<file path="config.mk">
export PLATFORM = sky130hd
export DESIGN_NAME = ovw_ring_fifo
export DESIGN_NICKNAME = d
export VERILOG_FILES = /design/src/rtl/ovw_pkg.sv /design/src/rtl/ovw_addr_gen.sv /design/src/rtl/ovw_regfile.sv /design/src/rtl/ovw_occupancy.sv /design/src/rtl/ovw_ring_fifo.sv
export SDC_FILE = /design/constraint.sdc
export NUM_CORES = 1
export LEC_CHECK = 0
export ABC_CLOCK_PERIOD_IN_PS = 2090
export BUFFER_PORTS_ARGS = -buffer_cell sky130_fd_sc_hd__buf_2
export CAP_MARGIN = 10
export CORE_UTILIZATION = 55
export CTS_BUF_LIST = sky130_fd_sc_hd__clkbuf_8 sky130_fd_sc_hd__clkbuf_16
export CTS_CLUSTER_SIZE = 14
export DETAILED_ROUTE_END_ITERATION = 16
export GPL_TIMING_DRIVEN = 0
export PLACE_DENSITY_LB_ADDON = 0.25
export SLEW_MARGIN = 20
export SYNTH_ARGS = -nofsm -noshare
export SYNTH_HDL_FRONTEND = slang
export SYNTH_SLANG_ARGS = --single-unit
</file>
<file path="constraint.sdc">
create_clock -name clk -period 2.09 [get_ports clk]
set_input_delay 0.209 -clock clk [delete_from_list [all_inputs] [get_ports clk]]
set_output_delay 0.209 -clock clk [all_outputs]
set_load 0.01 [all_outputs]
</file>
<file path="src/rtl/ovw_pkg.sv">
package ovw_pkg;

  // Kind of access decoded for the current cycle
  typedef enum logic [2:0] {
    OP_IDLE  = 3'd0,
    OP_PUSH  = 3'd1,
    OP_POP   = 3'd2,
    OP_SWAP  = 3'd3,   // pop and push together
    OP_OVWR  = 3'd4    // push into full store, oldest dropped
  } op_e;

endpackage

</file>
<file path="src/rtl/ovw_addr_gen.sv">
module ovw_addr_gen #(
  parameter int DEPTH = 16,
  localparam int AW = (DEPTH > 1) ? $clog2(DEPTH) : 1
) (
  input  logic          clk,
  input  logic          rst,
  input  logic          step,
  output logic [AW-1:0] addr
);

  localparam logic [AW-1:0] LAST = AW'(DEPTH - 1);

  logic [AW-1:0] addr_q;

  always_ff @(posedge clk) begin
    if (rst) begin
      addr_q <= '0;
    end else if (step) begin
      addr_q <= (addr_q == LAST) ? '0 : addr_q + 1'b1;
    end
  end

  assign addr = addr_q;

endmodule

</file>
<file path="src/rtl/ovw_regfile.sv">
module ovw_regfile #(
  parameter int DATA_W = 8,
  parameter int DEPTH  = 16,
  localparam int AW = (DEPTH > 1) ? $clog2(DEPTH) : 1
) (
  input  logic              clk,
  input  logic              we,
  input  logic [AW-1:0]     waddr,
  input  logic [DATA_W-1:0] wdata,
  input  logic [AW-1:0]     raddr,
  output logic [DATA_W-1:0] rdata
);

  logic [DATA_W-1:0] mem [DEPTH];

  // Synchronous write, no reset on the array
  always_ff @(posedge clk) begin
    if (we) begin
      mem[waddr] <= wdata;
    end
  end

  // Asynchronous read
  assign rdata = mem[raddr];

endmodule

</file>
<file path="src/rtl/ovw_occupancy.sv">
module ovw_occupancy
  import ovw_pkg::*;
#(
  parameter int DEPTH = 16,
  localparam int CW = $clog2(DEPTH + 1)
) (
  input  logic          clk,
  input  logic          rst,
  input  op_e           op,
  output logic [CW-1:0] level,
  output logic          full,
  output logic          empty
);

  localparam logic [CW-1:0] TOP = CW'(DEPTH);

  logic [CW-1:0] lvl_q, lvl_d;
  logic          full_q, empty_q;

  always_comb begin
    unique case (op)
      OP_PUSH: lvl_d = lvl_q + 1'b1;
      OP_POP:  lvl_d = lvl_q - 1'b1;
      default: lvl_d = lvl_q;   // idle, swap and overwrite keep the level
    endcase
  end

  always_ff @(posedge clk) begin
    if (rst) begin
      lvl_q   <= '0;
      full_q  <= 1'b0;
      empty_q <= 1'b1;
    end else begin
      lvl_q   <= lvl_d;
      full_q  <= (lvl_d == TOP);
      empty_q <= (lvl_d == '0);
    end
  end

  assign level = lvl_q;
  assign full  = full_q;
  assign empty = empty_q;

endmodule

</file>
<file path="src/rtl/ovw_ring_fifo.sv">
module ovw_ring_fifo
  import ovw_pkg::*;
#(
  parameter int DATA_W = 8,
  parameter int DEPTH  = 16,
  localparam int AW = (DEPTH > 1) ? $clog2(DEPTH) : 1,
  localparam int CW = $clog2(DEPTH + 1)
) (
  input  logic              clk,
  input  logic              rst,
  input  logic              wr_req,
  input  logic [DATA_W-1:0] wr_data,
  input  logic              rd_req,
  output logic [DATA_W-1:0] rd_data,
  output logic              full,
  output logic              empty,
  output logic [CW-1:0]     level
);

  logic [AW-1:0] waddr, raddr;
  logic          rd_eff, skip, rptr_step;
  op_e           op;

  assign rd_eff    = rd_req & ~empty;
  assign skip      = full & wr_req & ~rd_req;
  assign rptr_step = rd_eff | skip;

  always_comb begin
    if (skip)                op = OP_OVWR;
    else if (wr_req & rd_eff) op = OP_SWAP;
    else if (wr_req)         op = OP_PUSH;
    else if (rd_eff)         op = OP_POP;
    else                     op = OP_IDLE;
  end

  ovw_addr_gen #(.DEPTH(DEPTH)) u_wptr (
    .clk  (clk),
    .rst  (rst),
    .step (wr_req),
    .addr (waddr)
  );

  ovw_addr_gen #(.DEPTH(DEPTH)) u_rptr (
    .clk  (clk),
    .rst  (rst),
    .step (rptr_step),
    .addr (raddr)
  );

  ovw_regfile #(.DATA_W(DATA_W), .DEPTH(DEPTH)) u_mem (
    .clk   (clk),
    .we    (wr_req),
    .waddr (waddr),
    .wdata (wr_data),
    .raddr (raddr),
    .rdata (rd_data)
  );

  ovw_occupancy #(.DEPTH(DEPTH)) u_occ (
    .clk   (clk),
    .rst   (rst),
    .op    (op),
    .level (level),
    .full  (full),
    .empty (empty)
  );

endmodule

</file>
; ---- Word level (Yosys, flattened, before mapping)
; Memories as Yosys holds them, arrays and structs flattened. A register that Yosys moved wholly into a read port is not among the register bits.
; Index checks and enable logic that the tools add are counted.
[op_classes]
add_sub_neg = 4
n_eq_ne = 5
muxes = 11
bitwise = 7
reduce_logical = 1
[ops]
columns = op, n
row1 = 4-bit 2-to-1 mux, 4
row2 = 5-bit one-hot mux with 2 select lines, 1
row3 = 4-bit by 1-bit adder with 4-bit output (second input constant), 2
row4 = 4-bit == test (second input constant), 2
row5 = 2-bit 2-to-1 mux, 3
row6 = 5-bit by 1-bit adder with 5-bit output (second input constant), 1
row7 = 5-bit == test (second input constant), 1
row8 = 5-bit logical NOT, 1
row9 = 5-bit by 1-bit subtractor with 5-bit output (second input constant), 1
row10 = 1-bit AND, 4
row11 = 3-bit by 1-bit == test with 1-bit output (second input constant), 1
row12 = 3-bit by 2-bit == test with 1-bit output (second input constant), 1
row13 = 3-bit 2-to-1 mux, 1
row14 = 1-bit 2-to-1 mux, 2
row15 = 1-bit inverter, 2
row16 = 1-bit bitwise OR, 1
[word_totals]
reg_bits = 15
ram_bits = 128
inputBits = 12
out_inout_bits = 15
wordCells = 34
memories = 1
[memory_table]
columns = memory, words, word_bits, read_ports, rd_clocked_by_memory_dff, wr, line_no
row1 = u_mem.mem, 16, 8, 1, 1, 1, ovw_regfile.sv:14  ; logic [DATA_W-1:0] mem [DEPTH];

; ---- Longest topological paths before layout
[logic_depth]
word_depth = 9
ltp_mapped = 9
ltp_nobuf = 9

; ---- Modules after synthesis
; From an unflattened synthesis, not the netlist that was laid out.
[unflattened]
cells_unflattened = 310
area_unflattened_um2 = 5798.1
[by_module_without_submodules]
columns = mod, instances, cells_each, area_per_inst_um2, seq_area_each_um2
row1 = ovw_regfile, 1, 221, 4987.3, 3843.7
row2 = ovw_occupancy, 1, 46, 427.9, 140.1
row3 = ovw_addr_gen, 2, 19, 173.9, 80.1
row4 = ovw_ring_fifo, 1, 5, 35.0, 0.0

; ---- Worst setup path before layout
; No wires, ideal clock.
[synth_timing]
path_type = flip-flop to flip-flop
start = register u_occ.empty_q, in the netlist u_occ.empty
end = register u_occ.empty_q, in the netlist u_occ.empty
setup_time_ps = 57
arrival_time_ps = 2151
t_required_ps = 2033
slack_ps = -119
stages_incl_launch_ff = 9
path_buffers = 0
period_less_slack_ps = 2209
cell_sequence = dfxtp_1 nand2b_1 nand2b_1 fa_1 nand2b_1 a21oi_1 mux2i_1 mux2_2 o21ba_2
[synth_via]
elab_chain_len = 9
word_cells_on_any_way = 11
cone_classes = eq/ne (2) / mux (5) / bitwise (3) / reduce/logical (1)
[synth_lines]
columns = item, line_no
row1 = "start, declared", ovw_occupancy.sv:18  ; logic full_q, empty_q;
row2 = "start signal, assigned", ovw_occupancy.sv:36  ; empty_q <= (lvl_d == '0);
row3 = 1-bit inverter (*), ovw_ring_fifo.sv:24  ; assign rd_eff = rd_req & ~empty;
row4 = 1-bit AND (*), ovw_ring_fifo.sv:24
row5 = 2-bit 2-to-1 mux, ovw_ring_fifo.sv:32  ; else if (rd_eff) op = OP_POP;
row6 = 2-bit 2-to-1 mux, ovw_ring_fifo.sv:31  ; else if (wr_req) op = OP_PUSH;
row7 = 2-bit 2-to-1 mux (*), ovw_ring_fifo.sv:30  ; else if (wr_req & rd_eff) op = OP_SWAP;
row8 = 3-bit 2-to-1 mux (*), ovw_ring_fifo.sv:29  ; if (skip) op = OP_OVWR;
row9 = 3-bit by 2-bit == test with 1-bit output or 3-bit by 1-bit == test with 1-bit output (tied branches), ovw_occupancy.sv:21  ; unique case (op)
row10 = 5-bit one-hot mux with 2 select lines (*), ovw_occupancy.sv:21
row11 = 5-bit logical NOT (*), ovw_occupancy.sv:36
; Every way passes the cells marked *; elsewhere a longest branch is shown, timed or not.
; A chain may end at the register's enable or synchronous reset.

==> results.json <==
{
  "status": "complete, but fails checks",
  "violations": "negative setup slack",
  "io_pins": 27,
  "p_per_area_nw_per_um2": 1010,
  "final_area_sq_um": 6990,
  "fillers": 683,
  "final_common_cell": "edfxtp_1",
  "final-setup-viol-count": 8,
  "grt_max_degree": 17,
  "grt_usage": 0.218,
  "crit_family": "multiplexers",
  "busiest_layer": "met2",
  "diodes": 0,
  "cp-end-kind": "output pin",
  "dp_hpwl_um": 7000,
  "root_buffer": "clkbuf_8",
  "synth_xor_area_frac": 0.00739,
  "area_delta_synth_final_pct": 18.1,
  "crit_required_ns": 1.88,
  "io_buffers": 26,
  "start_util": 0.571,
  "drive_above_1_share": 0.305,
  "wl_per_cell_um": 22.4,
  "crit_slowest_cell": "mux4_2",
  "setup_tns_ns": -3.60,
  "muxShareOfSynthArea": 0.178,
  "core_sq_um": 10400,
  "netlist_area_sq_um": 5920,
  "grtUsageMet2": 0.372,
  "layout_common_cells": "128 x edfxtp_1, 27 x mux4_2, 23 x buf_2",
  "grt_use_met3": 0.0501,
  "synth_edf_count": 128,
  "leakage_nw": 2.38,
  "fin_ws_ns": -0.467,
  "fin_crit_sh": 1.22,
  "crit_type": "reg -> out",
  "detail-route-antenna-nets": 0,
  "hold_violations": 0,
  "yosys.area_share.adder": 0.0203,
  "clkTransAtPathRegs_ns": 0.06,
  "worst_slew_pin_slew_ns": 0.793,
  "ys_types": 35,
  "syn_avg_cell_area_sq_um": 20.2,
  "cts_buffers": 17,
  "finalWirelength_um": 11100,
  "antenna_found_initial": 0,
  "place_ws_ns": -0.243,
  "drv_cap": 0,
  "drv_slew": 0,
  "drc": 0,
  "die_w_um": 106,
  "die_area_sq_um": 11200,
  "irDropWorstVdd_mv": 0.672,
  "clock_skew_ns": 0.00607,
  "die_y_um": 106,
  "place_area_sq_um": 6240,
  "vias": 2894,
  "final_cells": 497,
  "grt.overflow.total": 0,
  "rsz0062_at_grt": "true",
  "clkLatencyLatePin_ns": 0.52,
  "cts.sinks": 147,
  "start_kind": "flop",
  "routabilityCongestion": 0.803,
  "dpl.cell_count": 456,
  "period_needed_ns": 2.56,
  "syn_nets": 315,
  "rows": 37,
  "grt_pass1_wl_um": 17000,
  "yosys_warnings": 0,
  "cts_max_path_buffers": 2,
  "syn_inst": 294,
  "tritoncts": "done",
  "crit_arrival_ns": 2.35,
  "grt_pass1_vias": 2980,
  "synth_ff_type": "edfxtp_1",
  "worst-path-max-fanout": 7,
  "synth_top_family_by_area": "multiplexers",
  "clock.fmax_ghz": 0.391,
  "dr.pass1.iters": 4,
  "nets": 369,
  "ys_ff_latch": 147,
  "ys_async_sr_fraction": 0,
  "cp_slowest_stage_delay_ns": 0.52,
  "hp-class": "in -> reg",
  "yosys.area_share.simple": 0.0467,
  "drt_iter0_markers": 312,
  "crit_top_cell": "mux4_2",
  "use_met1": 0.279,
  "via_per_inst": 5.82,
  "slew_headroom": 0.471,
  "timing.critical_path.buf_inv": 3,
  "synth-compound-area-share": 0.0171,
  "seq_area_frac_synth": 0.713,
  "path_cells": "buf_12 > clkbuf_16 > mux4_2 > mux4_2 > buf_2",
  "htreeDepth": 4
}
cells by family (layout without fill, tap and decap cells):
group	after synthesis	after routing
buffers and inverters	16	83
xor gates and xnor gates	5	5
muxes	46	46
DFF	147	147
AOI/OAI and AO/OA	17	17
and+or+nand+nor	54	54
adders and majority gates	9	9
Yosys cell counts (3+ instances only):
cell type / count / area [sq um]
nand2b_1: 4 / 25.0
nor2_1: 12 / 45.0
edfxtp_1: 128 / 3840
xnor2_1: 3 / 26.3
mux4_1: 24 / 631
and2_1: 18 / 113
dfxtp_1: 19 / 380
nand3_1: 3 / 15.0
ha_1: 8 / 100
a21oi_1: 8 / 40.0
inv_1: 6 / 22.5
nand2_1: 11 / 41.3
mux4_2: 16 / 360
buf_1: 4 / 15.0
mux2i_1: 5 / 50.1
worst min-delay path, cell delays in order:
cell and delay, ns:
buf_2 0.14, mux2i_1 0.08, nor2_1 0.07
stage by stage:
stage,hold WS [ns],power (mW),utilization
after global placement,0.446,4.01,0.602
final,0.0214,7.09,0.674
after detailed placement,0.459,4.03,0.602
after global routing,0.0281,7.34,0.674
after floorplan,0.278,3.81,-
after CTS,0.00630,7.06,0.665
state kept, by name, summed over array words and instances (netlist names), named ones only:
register     cells
u_occ.empty      1
u_wptr.addr      4
u_rptr.addr      4
u_occ.level      5
u_mem.mem      128
u_occ.full       1
metal layers:
metal | wire length [um] | vias to the layer above | share of wire
met5 | 0 | - | 0
met4 | 102 | 0 | 0.0092
met3 | 523 | 8 | 0.047
li1 | - | 1302 | -
met1 | 4520 | 1511 | 0.41
met2 | 5990 | 73 | 0.54
power by group:
| part | internal [mW] | switching, mW | leakage (nW) | total [mW] |
|---|---|---|---|---|
| registers | 3.25 | 0.0470 | 1.31 | 3.30 |
| clock network | 1.82 | 1.15 | 0.281 | 2.97 |
| logic | 0.443 | 0.370 | 0.784 | 0.812 |
| total | 5.52 | 1.57 | 2.38 | 7.09 |
worst paths after layout:
path,startpoint,endpoint,slack [ns],cells after the start
worst max-delay path,flop,rd_data[6],-0.47,5
worst min-delay path,wr_req,u_wptr.addr[1]$_SDFFE_PP0P_,0.02,3
worst max register to register,u_occ.empty$_SDFF_PP1_,u_occ.empty$_SDFF_PP1_,0.01,8
worst min register to register,u_occ.level[3]$_SDFF_PP0_,u_occ.level[3]$_SDFF_PP0_,0.50,2
final cells by class:
cell class                 count  area (sq um)  share of cell area
sequential                   147          4230               0.604
multi-input combinational    131          1610               0.230
clock buffer                  17           414              0.0592
timing repair buffer          35           260              0.0372
clock inverter                15           178              0.0254
tap                          136           170              0.0243
buffer                        10           111              0.0159
inverter                       6          22.5             0.00322
timing repair:
item,4_1_cts,5_1_grt
resized for setup,24,9
buffers inserted,2,4
cloned,0,2
pin swaps,2,3
setup endpoints to repair,10,10
endpoints found under the hold margin,3,0
hold buffers,1,0
(Power assumes the default switching activity.)
